File: config.mk
export PLATFORM = sky130hd
export DESIGN_NAME = csr_se_gate
export DESIGN_NICKNAME = d
export VERILOG_FILES = /design/src/rtl/csr_se_pkg.sv /design/src/rtl/csr_fp_gate.sv /design/src/rtl/csr_env_gate.sv /design/src/rtl/csr_priv_gate.sv /design/src/rtl/csr_se_gate.sv
export SDC_FILE = /design/constraint.sdc
export NUM_CORES = 1
export LEC_CHECK = 0
export BUFFER_PORTS_ARGS = -buffer_cell sky130_fd_sc_hd__buf_2
export CORE_AREA = 2 2 85 87
export DETAILED_ROUTE_END_ITERATION = 8
export DIE_AREA = 0 0 87 89
export PLACE_DENSITY = 0.49
export SKIP_LAST_GASP = 1
export SYNTH_ARGS = -nofsm -noshare
export SYNTH_HDL_FRONTEND = slang
export SYNTH_SLANG_ARGS = --single-unit
File: constraint.sdc
create_clock -name vclk -period 4.7
set_input_delay 0.47 -clock vclk [all_inputs]
set_output_delay 0.47 -clock vclk [all_outputs]
set_load 0.005 [all_outputs]
File: src/rtl/csr_se_pkg.sv
package csr_se_pkg;
  localparam logic [1:0] PRV_U = 2'd0;
  localparam logic [1:0] PRV_S = 2'd1;
  localparam logic [1:0] PRV_H = 2'd2;
  localparam logic [1:0] PRV_M = 2'd3;

  localparam logic [11:0] A_FFLAGS    = 12'h001;
  localparam logic [11:0] A_FRM       = 12'h002;
  localparam logic [11:0] A_FCSR      = 12'h003;
  localparam logic [11:0] A_SENVCFG   = 12'h10A;
  localparam logic [11:0] A_HENVCFG   = 12'h60A;
  localparam logic [11:0] A_HSTATEEN0 = 12'h60C;

  typedef struct packed {
    logic fire;
    logic virt;
  } verdict_t;

  function automatic verdict_t first_of(verdict_t a, verdict_t b);
    return a.fire ? a : b;
  endfunction

  function automatic logic is_fp_csr(logic [11:0] a);
    return (a == A_FFLAGS) || (a == A_FRM) || (a == A_FCSR);
  endfunction
endpackage

File: src/rtl/csr_fp_gate.sv
module csr_fp_gate
  import csr_se_pkg::*;
(
  input  logic [11:0] addr_i,
  input  logic [1:0]  prv_i,
  input  logic        virt_i,
  input  logic        m_bit_i,
  input  logic        h_bit_i,
  input  logic        s_bit_i,
  input  logic        fp_ext_en_i,
  input  logic        sup_en_i,
  input  logic        se_ext_en_i,
  input  logic        fp_in_int_en_i,
  output verdict_t    vd_o
);
  logic gated, m_miss, h_miss, s_miss;

  assign gated  = se_ext_en_i && fp_in_int_en_i;
  assign m_miss = (prv_i != PRV_M) && !m_bit_i;
  assign h_miss = virt_i && !h_bit_i;
  assign s_miss = sup_en_i && (prv_i == PRV_U) && !s_bit_i;

  always_comb begin
    vd_o = '0;
    if (is_fp_csr(addr_i)) begin
      if (!fp_ext_en_i) begin
        vd_o.fire = 1'b1;
      end else if (gated) begin
        if (m_miss) begin
          vd_o.fire = 1'b1;
        end else if (h_miss) begin
          vd_o.fire = 1'b1;
          vd_o.virt = 1'b1;
        end else if (s_miss) begin
          vd_o.fire = 1'b1;
          vd_o.virt = virt_i;
        end
      end
    end
  end
endmodule

File: src/rtl/csr_env_gate.sv
module csr_env_gate
  import csr_se_pkg::*;
(
  input  logic [11:0] addr_i,
  input  logic [1:0]  prv_i,
  input  logic        virt_i,
  input  logic        m_env_i,
  input  logic        m_se0_i,
  input  logic        h_env_i,
  input  logic        se_ext_en_i,
  output verdict_t    vd_o
);
  logic below_m;

  assign below_m = (prv_i != PRV_M);

  always_comb begin
    vd_o = '0;
    unique case (addr_i)
      A_SENVCFG: begin
        if (se_ext_en_i) begin
          if (below_m && !m_env_i) begin
            vd_o.fire = 1'b1;
          end else if (virt_i && !h_env_i) begin
            vd_o.fire = 1'b1;
            vd_o.virt = 1'b1;
          end
        end
      end
      A_HENVCFG: begin
        if (se_ext_en_i && below_m && !m_env_i) vd_o.fire = 1'b1;
      end
      A_HSTATEEN0: begin
        if (below_m && !m_se0_i) vd_o.fire = 1'b1;
      end
      default: vd_o = '0;
    endcase
  end
endmodule

File: src/rtl/csr_priv_gate.sv
module csr_priv_gate
  import csr_se_pkg::*;
(
  input  logic [11:0] addr_i,
  input  logic        we_i,
  input  logic [1:0]  prv_i,
  input  logic        virt_i,
  output verdict_t    vd_o
);
  logic [1:0] need;
  logic       ok, ro;

  assign need = addr_i[9:8];
  assign ro   = (addr_i[11:10] == 2'b11);

  always_comb begin
    if (need == PRV_H) ok = (prv_i == PRV_M) || ((prv_i == PRV_S) && !virt_i);
    else               ok = (prv_i >= need);
  end

  always_comb begin
    vd_o = '0;
    if (!ok) begin
      vd_o.fire = 1'b1;
      vd_o.virt = (need == PRV_H) && virt_i;
    end else if (we_i && ro) begin
      vd_o.fire = 1'b1;
    end
  end
endmodule

File: src/rtl/csr_se_gate.sv
module csr_se_gate
  import csr_se_pkg::*;
#(
  parameter int unsigned WORD_W     = 64,
  parameter int unsigned FCSR_BIT   = 1,
  parameter int unsigned ENVCFG_BIT = 62,
  parameter int unsigned SE0_BIT    = 63,
  parameter int unsigned CAUSE_W    = 6,
  parameter int unsigned CAUSE_ILL  = 2,
  parameter int unsigned CAUSE_VIRT = 22
) (
  input  logic [11:0]        csr_addr_i,
  input  logic               csr_we_i,
  input  logic [1:0]         prv_i,
  input  logic               virt_i,
  input  logic [WORD_W-1:0]  m_se_i,
  input  logic [WORD_W-1:0]  h_se_i,
  input  logic [WORD_W-1:0]  s_se_i,
  input  logic               fp_ext_en_i,
  input  logic               sup_en_i,
  input  logic               se_ext_en_i,
  input  logic               fp_in_int_en_i,
  output logic               illegal_o,
  output logic               virtual_o,
  output logic [CAUSE_W-1:0] cause_o
);
  verdict_t fp_vd, env_vd, priv_vd, final_vd;
  logic     unused_se;

  assign unused_se = ^{m_se_i, h_se_i, s_se_i};

  csr_fp_gate u_fp (
    .addr_i         (csr_addr_i),
    .prv_i          (prv_i),
    .virt_i         (virt_i),
    .m_bit_i        (m_se_i[FCSR_BIT]),
    .h_bit_i        (h_se_i[FCSR_BIT]),
    .s_bit_i        (s_se_i[FCSR_BIT]),
    .fp_ext_en_i    (fp_ext_en_i),
    .sup_en_i       (sup_en_i),
    .se_ext_en_i    (se_ext_en_i),
    .fp_in_int_en_i (fp_in_int_en_i),
    .vd_o           (fp_vd)
  );

  csr_env_gate u_env (
    .addr_i      (csr_addr_i),
    .prv_i       (prv_i),
    .virt_i      (virt_i),
    .m_env_i     (m_se_i[ENVCFG_BIT]),
    .m_se0_i     (m_se_i[SE0_BIT]),
    .h_env_i     (h_se_i[ENVCFG_BIT]),
    .se_ext_en_i (se_ext_en_i),
    .vd_o        (env_vd)
  );

  csr_priv_gate u_priv (
    .addr_i (csr_addr_i),
    .we_i   (csr_we_i),
    .prv_i  (prv_i),
    .virt_i (virt_i),
    .vd_o   (priv_vd)
  );

  // state-enable gates ahead of the generic check
  assign final_vd  = first_of(fp_vd, first_of(env_vd, priv_vd));
  assign illegal_o = final_vd.fire && !final_vd.virt;
  assign virtual_o = final_vd.fire && final_vd.virt;

  always_comb begin
    if (virtual_o)      cause_o = CAUSE_W'(CAUSE_VIRT);
    else if (illegal_o) cause_o = CAUSE_W'(CAUSE_ILL);
    else                cause_o = '0;
  end

  always_comb begin

    one_trap_chk: assert (!(illegal_o && virtual_o));

    cause_map_chk: assert ((illegal_o || virtual_o) == (cause_o != '0));

    no_fp_ext_chk: assert (!(is_fp_csr(csr_addr_i) && !fp_ext_en_i) || illegal_o);

    fp_m_gate_chk: assert (!(is_fp_csr(csr_addr_i) && fp_ext_en_i && se_ext_en_i &&
                             fp_in_int_en_i && prv_i != PRV_M && !m_se_i[FCSR_BIT])
                           || illegal_o);

    se0_first_chk: assert (!(csr_addr_i == A_HSTATEEN0 && prv_i != PRV_M &&
                             !m_se_i[SE0_BIT]) || illegal_o);

    ro_write_chk: assert (!(csr_we_i && csr_addr_i[11:10] == 2'b11) ||
                          illegal_o || virtual_o);

    m_no_virt_chk: assert (!(prv_i == PRV_M && !virt_i) || !virtual_o);
  end
endmodule

# Yosys cells after proc, flatten, opt, wreduce, memory -nomap -nowiden

Index checks and enable logic that the tools add are counted.

Flip-flop bits (word level): 0
Logic and storage cells: 63

Equality and inequality tests: 11
Magnitude comparators: 1
Muxes and demuxes: 24
Reductions and logical operators: 27

Operator list:

| kind                   | count |
|---|---|
| $eq A12 B11 Y1 const B | 2 |
| $eq A12 B2 Y1 const B  | 2 |
| $mux W2                | 9 |
| $logic_and A1 B1 Y1    | 15 |
| $mux W1                | 13 |
| $eq A12 B1 Y1 const B  | 1 |
| $eq A12 B9 Y1 const B  | 1 |
| $logic_not A1 Y1       | 8 |
| $eq A2 B2 Y1 const B   | 3 |
| $mux W5                | 1 |
| $logic_or A1 B1 Y1     | 3 |
| $pmux W1 S3            | 1 |
| $eq A2 B1 Y1 const B   | 1 |
| $ge A2 B2 Y1           | 1 |
| $logic_not A2 Y1       | 1 |
| $ne A2 B2 Y1 const B   | 1 |

# Longest topological paths before layout

Gate-level depths: netlist of the first run.

Depth after elaboration: 14
Mapped depth: 7
Gate-level depth less buffers: 7

# Hierarchy

From an unflattened synthesis of the first run, not the netlist that was laid out.

Cells, all modules: 55
Area total of the unflattened synthesis: 427.9 um^2

Modules (own cells, without submodules):

| module        | instances | area an instance (um^2) | cells each | sequential area each (um^2) |
|---|---|---|---|---|
| csr_env_gate  | 1         | 125.1                   | 15         | 0.0 |
| csr_fp_gate   | 1         | 112.6                   | 14         | 0.0 |
| csr_se_gate   | 1         | 97.6                    | 15         | 0.0 |
| csr_priv_gate | 1         | 92.6                    | 11         | 0.0 |

# Least setup slack after synthesis of the first run

Ideal clock, no wire load.

Path kind: input -> output
Start point: input port csr_addr_i[5]
End point: output port cause_o[2]
Stages on the path: 6
Required time: 4230 ps
Slack: 1911 ps
Arrival: 2319 ps
Path through: or4_4 or4_1 or4_1 nand2_1 o21bai_1 buf_4

Cells in the longest elaborated chain, start to end: 7
Elaborated cells between the ends (all ways): 15

RTL lines:

| element                                                                | RTL line          | RTL |
|---|---|---|
| start, declared                                                        | csr_se_gate.sv:12 | `input logic [11:0] csr_addr_i,` |
| parallel branches: the longest is 4 deep, another holds $eq A12 B11 Y1 | n/a               |  |
| $mux W2 (*)                                                            | csr_se_pkg.sv:20  | `return a.fire ? a : b;` |
| $logic_and A1 B1 Y1 (*)                                                | csr_se_gate.sv:68 | `assign virtual_o = final_vd.fire && final_vd.virt;` |
| named net virtual_o                                                    | csr_se_gate.sv:24 | `output logic virtual_o,` |
| $mux W5 (*)                                                            | csr_se_gate.sv:71 | `if (virtual_o) cause_o = CAUSE_W'(CAUSE_VIRT);` |
| end, declared                                                          | csr_se_gate.sv:25 | `output logic [CAUSE_W-1:0] cause_o` |

Mark *: on every way through the listed nets, which the timed path passes.

# Worst setup path in the final report of the first run

Start point: input port csr_addr_i[5]
End point: output port virtual_o

Cells in the longest elaborated chain, start to end: 6
Elaborated cells between the ends (all ways): 14

RTL lines:

| element                                                                | RTL line |
|---|---|
| parallel branches: the longest is 4 deep, another holds $eq A12 B11 Y1 | n/a |
| $mux W2 (*)                                                            | csr_se_pkg.sv:20 |
| $logic_and A1 B1 Y1 (*)                                                | csr_se_gate.sv:68 |
| end, declared                                                          | csr_se_gate.sv:24 |

Mark *: on every way between the ends.

==> run_results.csv, run 1 <==
group,metric,value,unit
sta,drv_slew,0,
clocking,cts_setup_buffers,0,
pwr,p_leak,0.000242,uW
yosys,synth_area_leader_cell,"buf_4",
yosys,yosys-top-cells-area,"buf_4 (10%), nor4bb_1 (8.1%), ha_1 (6.8%)",
route,dr.pass1.iters,4,
placement,port_buffers,31,
route,routed_via_density,3.13,
route,drt_wl_total,1.56,mm
yosys,synthCells,52,
worst_setup_path,start_kind,"primary input",
worst_setup_path,cp_slowest_cell,"or4_1",
grt,globalRouteOverflowTotal,0,
route,ant_nets,0,
placement,gp_congestion,0.840,
grt,grt_max_degree,8,
sta,worst_pin_slew,0.491,ns
job,cap_violations,0,
route,drc,0,
final_layout,design.seq.count,0,
worst_setup_path,crit_chain,"buf_2, or4_4, or4_1, or4_1, nand2_1, o21bai_1, buf_2",
sta,tns,0,ns
final_layout,drive_gt1_share,43.8,%
sta,clock.fmax,335,MHz
floorplan,design.die.area,7740,sq um
floorplan,fp.coreArea,6720,sq um
yosys,avgSynthCellArea,7.10,sq um
final_layout,fill_cells,780,
floorplan,die_h,89,um
sta,finalHoldViolCount,0,
floorplan,std_cell_rows,30,
worst_setup_path,setup.worst_path.start,"csr_addr_i[5]",
pwr,cellPowerDensity,61.2,nW/um^2
worst_setup_path,path_max_fanout,3,
worst_setup_path,crit_family,"simple AND/OR/NAND/NOR gates",
status,status,"finished clean",
floorplan,start_util,5.49,%
route,drtIter0Drc,14,
worst_setup_path,path_buf_inv,2,
yosys,synth.most_common_cell,"nand2_1",
sta,fin_ws,1.72,ns
worst_setup_path,crit_cells,7,
sta,rsz0062_at_grt,"no",
final_layout,final_core_util,8.85,%
yosys,syn_area,369,sq um
route,via_count,501,
yosys,ys_seq_area_share,0,%
placement,place_worst_setup_slack,1.67,ns
sta,finalSetupViolations,0,
yosys,yosys.area.top_type_share,10.2,%
yosys,synth_cell_types,31,
worst_hold_path,min_from,"fp_ext_en_i",
route,routedWlPerCell,9.72,um
final_layout,n_antenna_cell,0,
sta,slew_headroom,66.4,%
final_layout,seqCellArea,0,sq um
grt,grt.total_usage,3.76,%
yosys,synthTopCellsByCount,"nand2_1 (6), buf_4 (5), nor4bb_1 (3), or4_1 (3)",
clocking,ctsResizeCount,0,
sta,fin_crit,2.98,ns
worst_setup_path,critical_path_arrival,2.51,ns
placement,dp_hpwl,1.43,mm
grt,grt_pass1_wl,2.32,mm
final_layout,syn_to_final_growth,61.0,%
worst_setup_path,end_kind,"output port",
floorplan,die_x,87,um
clocking,cts_hold_buf,0,
grt,antenna_found_initial,0,
final_layout,num-nets-final,296,
floorplan,pin_count,220,
yosys,synth_warnings,0,
worst_hold_path,hold_depth,5,
worst_hold_path,hold_class,"in -> out",
worst_setup_path,critical_path.max_stage_delay,0.56,ns
sta,min_period_over_period,63.5,%
final_layout,nClkBuffers,0,
grt,grt_pass1_vias,459,
worst_setup_path,setup.worst_path.class,"in -> out",
pwr,irDropWorstVdd,0.0196,mV
worst_setup_path,required,4.23,ns
==> per-stage QoR <==
| step | area (sq um) | hold WS, ns | total power [uW] | cells |
|---|---|---|---|---|
| 2_1_floorplan | 377 | 1.09 | 17.3 | 54 |
| 3_3_place_gp | 594 | 1.42 | 36.5 | 160 |
| 3_5_place_dp | 594 | 1.42 | 37.0 | 160 |
| 4_1_cts | 594 | 1.42 | 37.1 | 160 |
| 5_1_grt | 594 | 1.49 | 41.9 | 160 |
| 6_report | 594 | 1.40 | 36.4 | 160 |
==> logic make-up (layout without fill, tap and decap cells) <==
group | after synthesis | in the layout | synth area share, %
adders and majority gates | 2 | 2 | 6.78
AOI/OAI and AO/OA | 13 | 13 | 26.8
buffers and inverters | 7 | 33 | 12.2
and+or+nand+nor | 29 | 29 | 53.2
other | 1 | 3 | 1.02
==> layout make-up <==
| type | instances | area (sq um) | share of cell area (%) |
|---|---|---|---|
| Inverter | 2 | 7.51 | 1.26 |
| Tap cell | 80 | 100 | 16.8 |
| Timing Repair Buffer | 31 | 155 | 26.1 |
| Multi-Input combinational cell | 47 | 332 | 55.8 |
==> placed cells by master, fill, tap and decap left out, drive strengths merged <==
cell | netlist | layout
a21boi | 1 | 1
nor4 | 1 | 1
conb | 1 | 3
nand4 | 1 | 1
or3b | 1 | 1
nand3 | 2 | 2
a21oi | 1 | 1
nand2 | 6 | 6
a211oi | 2 | 2
and4 | 1 | 1
a311o | 1 | 1
or4 | 4 | 4
o21ai | 2 | 2
nor4bb | 3 | 3
nand2b | 2 | 2
inv | 2 | 2
nor2b | 2 | 2
nor3b | 2 | 2
or2b | 1 | 1
nor3 | 1 | 1
nor4b | 1 | 1
a2111o | 1 | 1
ha | 2 | 2
a2111oi | 1 | 1
nand3b | 1 | 1
buf | 5 | 31
o211ai | 1 | 1
o21bai | 1 | 1
a21o | 2 | 2
==> final timing paths <==
check             slack, ns        end
hold / removal         1.40  illegal_o
setup / recovery       1.72  virtual_o
==> layer usage <==
layer,vias to the layer above,track usage [%],routed length [um]
met5,-,0,0
met4,0,0,0
met3,0,0.0923,114
met2,33,5.90,621
met1,211,6.02,819
li1,257,-,-
==> where the power goes <==
group	internal (uW)	leakage (uW)	switching [uW]	total [uW]
clock network	0	0	0	0
registers	0	0	0	0
logic	18.8	0.000242	17.6	36.4
total	18.8	0.000242	17.6	36.4
Power figures use the tool's default switching activity.
==> run 2: changes to the inputs <==
--- a/config.mk
+++ b/config.mk
@@ -5,11 +5,12 @@
 export SDC_FILE = /design/constraint.sdc
 export NUM_CORES = 1
 export LEC_CHECK = 0
+export ABC_AREA = 1
 export BUFFER_PORTS_ARGS = -buffer_cell sky130_fd_sc_hd__buf_2
 export CORE_AREA = 2 2 85 87
 export DETAILED_ROUTE_END_ITERATION = 8
 export DIE_AREA = 0 0 87 89
-export PLACE_DENSITY = 0.49
+export PLACE_DENSITY = 0.5
 export SKIP_LAST_GASP = 1
 export SYNTH_ARGS = -nofsm -noshare
 export SYNTH_HDL_FRONTEND = slang
==> constraint.sdc (replaced) <==
create_clock -name vclk -period 3.1
set_input_delay 0.31 -clock vclk [all_inputs]
set_output_delay 0.31 -clock vclk [all_outputs]
set_load 0.005 [all_outputs]
==> run 2 against run 1 <==
Sequential share of layout area unchanged. Count of clock-buffer cells in the layout unchanged. Wire length up 8.5%. Utilization up 1.4 points. Synthesized area up 25%. Final area up 16%. Sequential cell count unchanged. Critical path depth up 4. Combinational power up 81%. Total power up 82%. Die area unchanged. Global-route usage up 0.60 points. Largest power group unchanged.
==> run_results.csv, run 2 <==
group,metric,value,unit
pwr,power_frac_clock,0,%
route,via_count,599,
final_layout,drive_gt1_share,40.2,%
sta,tns,0,ns
floorplan,std_cell_rows,30,
sta,drv_slew,0,
yosys,syn_area,463,sq um
yosys,synth_area_leader_cell,"nand2_1",
pwr,netSwitchingPower,38.1,uW
sta,finalHoldViolCount,0,
clocking,cts_setup_buffers,0,
status,status,"finished clean",
sta,rsz0062_at_grt,"no",
route,drtIter0Drc,24,
grt,antenna_found_initial,0,
worst_setup_path,cp_slowest_cell,"ha_1",
worst_hold_path,hold_class,"in -> out",
yosys,synth.most_common_cell,"nand2_1",
route,ant_nets,0,
worst_setup_path,required,2.79,ns
worst_setup_path,crit_family,"simple AND/OR/NAND/NOR gates",
placement,port_buffers,31,
worst_setup_path,critical_path_arrival,1.49,ns
pwr,swShare,57.7,%
final_layout,nClkBuffers,0,
worst_setup_path,path_buf_inv,4,
final_layout,syn_to_final_growth,48.6,%
yosys,synthTopCellsByCount,"nand2_1 (22), inv_1 (13), nor2_1 (12), nand3_1 (6)",
route,dr.pass1.iters,3,
yosys,ys_seq_area_share,0,%
route,routedWlPerCell,8.56,um
floorplan,die_x,87,um
grt,grt.total_usage,4.36,%
final_layout,final_cell_mix,"buf_2 (31), nand2_1 (22), inv_1 (13)",
worst_setup_path,crit_end,"illegal_o",
worst_setup_path,critical_path.max_stage_delay,0.28,ns
worst_setup_path,end_kind,"output port",
pwr,power,66.0,uW
yosys,synth_warnings,0,
floorplan,design.die.area,7740,sq um
grt,grt_pass1_vias,536,
sta,holdWs,1.10,ns
route,routed_via_density,3.04,
final_layout,num-nets-final,333,
final_layout,n_antenna_cell,0,
clocking,ctsResizeCount,0,
sta,fin_crit,1.80,ns
worst_setup_path,path_max_fanout,3,
final_layout,seqCellArea,0,sq um
placement,dp_hpwl,1.60,mm
floorplan,fp.coreArea,6720,sq um
pwr,irDropWorstVdd,0.0207,mV
sta,min_period_over_period,58.2,%
pwr,sequentialPowerShare,0,%
pwr,combinationalPowerShare,100.0,%
worst_setup_path,start_kind,"primary input",
route,drt_wl_total,1.69,mm
floorplan,start_util,6.89,%
worst_setup_path,crit_cells,11,
yosys,synthCells,89,
worst_setup_path,crit_chain,"buf_2, inv_1, ha_1, inv_1, nand2_1, nand2_1, a21oi_1, nand2_1, nor2_1, nor2_2, buf_2",
job,cap_violations,0,
worst_setup_path,setup.worst_path.class,"in -> out",
sta,finalSetupViolations,0,
yosys,avgSynthCellArea,5.20,sq um
floorplan,pin_count,220,
pwr,cellPowerDensity,96.0,nW/um^2
worst_setup_path,setup.worst_path.start,"prv_i[0]",
pwr,p_int,27.9,uW
final_layout,design.seq.count,0,
grt,grt_pass1_wl,2.65,mm
grt,globalRouteOverflowTotal,0,
yosys,synth_cell_types,17,
grt,grt_max_degree,7,
final_layout,fill_cells,768,
worst_setup_path,path_common_cell,"nand2_1",
final_layout,final_common_cell,"buf_2",
sta,clock.fmax,555,MHz
clocking,cts_hold_buf,0,
placement,gp_congestion,0.701,
yosys,yosys-top-cells-area,"nand2_1 (18%), nand3_2 (11%), inv_1 (11%)",
route,drc,0,
pwr,p_leak,0.000381,uW
final_layout,multi_input_area,373,sq um
floorplan,die_h,89,um
yosys,yosys.area.top_type_share,17.8,%
[run 2: cell count changes after synthesis, sizes merged, moves of 3 or more]
cell / delta
nor4bb: -3
inv: +14
nand2: +21
or4: -4
nand3: +9
nand4: +3
nor2: +15
[run 2: cells by family (layout without fill, tap and decap cells)]
family	Yosys count	in the layout	share of synthesized area, %
AND/OR/NAND/NOR	61	61	67.8
adder cells (fa/ha/maj)	2	2	5.40
buffers and inverters	21	47	21.1
other	1	3	0.810
AO/OA/AOI/OAI	4	4	4.86
[run 2: worst min-delay path by stage]
stage | from | endpoint | slack [ns] | cells past startpoint
after detailed placement | csr_addr_i[3] | cause_o[4] | 1.11 | 5
after floorplan | csr_addr_i[9] | virtual_o | 0.81 | 3
final | fp_ext_en_i | cause_o[4] | 1.10 | 5
after global placement | csr_addr_i[2] | virtual_o | 1.10 | 5
after CTS | csr_addr_i[2] | cause_o[4] | 1.11 | 5
after global routing | csr_addr_i[3] | virtual_o | 1.15 | 5
[run 2: stage by stage]
| stage | setup slack, ns | cell area (sq um) | instances | utilization, % |
|---|---|---|---|---|
| 2_1_floorplan | 1.66 | 470 | 91 | - |
| 3_3_place_gp | 1.27 | 688 | 197 | 10.2 |
| 3_5_place_dp | 1.27 | 688 | 197 | 10.2 |
| 4_1_cts | 1.27 | 688 | 197 | 10.2 |
| 5_1_grt | 1.14 | 688 | 197 | 10.2 |
| 6_report | 1.30 | 688 | 197 | 10.2 |
[run 2: final cells by class]
class | count | area share [%]
Tap cell | 80 | 14.5
Multi-Input combinational cell | 70 | 54.2
Timing Repair Buffer | 31 | 22.5
Inverter | 16 | 8.73
[run 2: metal layers]
layer  track usage [%]  vias to the layer above  wire (um)
li1                  -                      330          -
met1              6.30                      253        809
met2              7.36                       16        794
met3             0.554                        0         83
met4                 0                        0          0
met5                 0                        -          0
[run 2: power groups by stage]
stage,Combinational (uW),Sequential (uW),Clock (uW)
6_report,66.0,0,0
5_1_grt,77.3,0,0
4_1_cts,67.8,0,0
3_5_place_dp,67.5,0,0
3_3_place_gp,66.7,0,0
2_1_floorplan,36.3,0,0
[run 2: tightest hold or removal path, cell delays in order]
cell	delay, ns
buf_2	0.10
nand2_1	0.08
nand4_1	0.09
nand2_2	0.08
buf_2	0.13
==> run 3: changes to the inputs <==
--- a/config.mk
+++ b/config.mk
@@ -5,12 +5,12 @@
 export SDC_FILE = /design/constraint.sdc
 export NUM_CORES = 1
 export LEC_CHECK = 0
-export ABC_AREA = 1
+export ABC_AREA = 0
 export BUFFER_PORTS_ARGS = -buffer_cell sky130_fd_sc_hd__buf_2
 export CORE_AREA = 2 2 85 87
 export DETAILED_ROUTE_END_ITERATION = 8
 export DIE_AREA = 0 0 87 89
-export PLACE_DENSITY = 0.5
+export PLACE_DENSITY = 0.51
 export SKIP_LAST_GASP = 1
 export SYNTH_ARGS = -nofsm -noshare
 export SYNTH_HDL_FRONTEND = slang
==> constraint.sdc (replaced) <==
create_clock -name vclk -period 1.55
set_input_delay 0.155 -clock vclk [all_inputs]
set_output_delay 0.155 -clock vclk [all_outputs]
set_load 0.005 [all_outputs]
==> run 3 against run 2 <==
The flow now finishes with violations (setup timing). Worst setup slack lost 1.9 ns. Global-route usage up 0.33 points. Die area is the same. Final cell count down 11%. Hold slack worse by 0.32 ns. Final area grew 12%. Non-clock buffer count rose by 16. Critical endpoint is now cause_o[4]. Largest power group unchanged.
==> run_results.csv, run 3 (synthesized netlist as in run 1, its figures left out) <==
group,metric,value,unit
worst_setup_path,setup.worst_path.start,"csr_addr_i[5]",
route,drtIter0Drc,4,
sta,fin_ws,-0.591,ns
worst_setup_path,path_max_fanout,3,
worst_setup_path,crit_end,"cause_o[4]",
worst_setup_path,critical_path_arrival,1.99,ns
grt,globalRouteOverflowTotal,0,
route,ant_nets,0,
grt,grt_max_degree,6,
floorplan,die_x,87,um
final_layout,seqCellArea,0,sq um
placement,gp_congestion,0.760,
job,cap_violations,0,
placement,place_worst_setup_slack,-0.660,ns
pwr,cellPowerDensity,184,nW/um^2
floorplan,pin_count,220,
sta,drv_slew,0,
sta,min_period_over_period,138,%
route,dr.pass1.iters,4,
status,violations,"setup timing",
final_layout,design.seq.count,0,
floorplan,start_util,5.49,%
worst_hold_path,min_from,"csr_we_i",
grt,grt_pass1_wl,2.88,mm
grt,grt_pass1_vias,530,
pwr,p_leak,0.000331,uW
final_layout,n_antenna_cell,0,
placement,port_buffers,31,
final_layout,finalInstanceArea,771,sq um
sta,holdWs,0.780,ns
placement,dp_hpwl,1.66,mm
sta,fin_crit,2.14,ns
grt,antenna_found_initial,0,
route,routed_via_density,3.15,
final_layout,fin_cells,176,
clocking,cts_hold_buf,0,
worst_hold_path,hold_class,"in -> out",
sta,rsz0062_at_grt,"yes",
route,routedWlPerCell,10.7,um
worst_setup_path,start_kind,"primary input",
status,status,"finished with violations",
sta,worst_pin_slew,0.519,ns
final_layout,drive_gt1_share,60.4,%
route,drt_wl_total,1.88,mm
floorplan,std_cell_rows,30,
final_layout,num-nets-final,312,
sta,clock.fmax,467,MHz
floorplan,fp.coreArea,6720,sq um
placement,place_inst,175,
final_layout,syn_to_final_growth,109,%
sta,slew_headroom,64.9,%
worst_setup_path,end_kind,"output port",
grt,grt.total_usage,4.69,%
worst_setup_path,required,1.39,ns
final_layout,nClkBuffers,0,
sta,finalHoldViolCount,0,
placement,place_area,718,sq um
sta,finalSetupViolations,5,
worst_setup_path,setup.worst_path.class,"in -> out",
route,via_count,554,
floorplan,design.die.area,7740,sq um
route,drc,0,
pwr,irDropWorstVdd,0.0871,mV
final_layout,final_common_cell,"buf_2",
final_layout,final_cell_mix,"buf_2 (30), buf_4 (16), nand2_1 (5)",
floorplan,die_h,89,um
[run 3: cell count changes in the layout (fill, tap and decap cells not counted), sizes merged, moves of 3 or more]
cell    previous run  this run
nor2              15         0
or4                0         4
nand3             11         2
nand4              4         1
nor4bb             0         3
nand2             27         6
buf               31        47
inv               16         2
[run 3: final cells by class]
type                            instances  area [sq um]
Multi-Input combinational cell         47           382
Fill cell                             768          5950
Inverter                                2          7.51
Tap cell                               80           100
Timing Repair Buffer                   47           282
[run 3: how the worst min path moves through the flow]
stage / slack [ns] / cells past startpoint / to
after floorplan: 0.48 / 2 / virtual_o
after global placement: 0.79 / 4 / cause_o[1]
after detailed placement: 0.78 / 4 / cause_o[1]
after CTS: 0.78 / 4 / cause_o[1]
after global routing: 0.80 / 4 / cause_o[1]
final: 0.78 / 4 / cause_o[1]
[run 3: worst max-delay path: stages]
cell,delay [ns]
buf_6,0.09
or4_4,0.52
or4_4,0.43
or4_4,0.44
nand2_2,0.09
o21bai_4,0.12
buf_2,0.13
[run 3: timing repair]
| action | CTS | global route |
|---|---|---|
| pin swaps | 4 | 1 |
| setup endpoints to repair | 5 | 5 |
| buffers inserted | 1 | 0 |
| gates resized for setup | 9 | 0 |
[run 3: where the power goes]
group	leakage [uW]	total (uW)	switching, uW	internal, uW
Clock	0	0	0	0
Combinational	0.000331	142	61.7	80.3
Sequential	0	0	0	0
[run 3: stage by stage]
step	total power, uW	setup TNS, ns	util, %
final	142	-2.74	11.5
after floorplan	54.6	-1.71	-
after global routing	159	-3.08	11.5
after global placement	135	-2.84	10.7
after detailed placement	134	-3.26	10.7
after CTS	143	-2.88	11.5
[run 3: per-layer routing]
layer	vias up	routed length, um	share of wire (%)	track usage [%]
met5	-	0	0	0
met4	0	0	0	0
met3	0	58	3.1	0.0923
met2	20	862	46	7.84
met1	245	961	51	7.12
li1	289	-	-	-
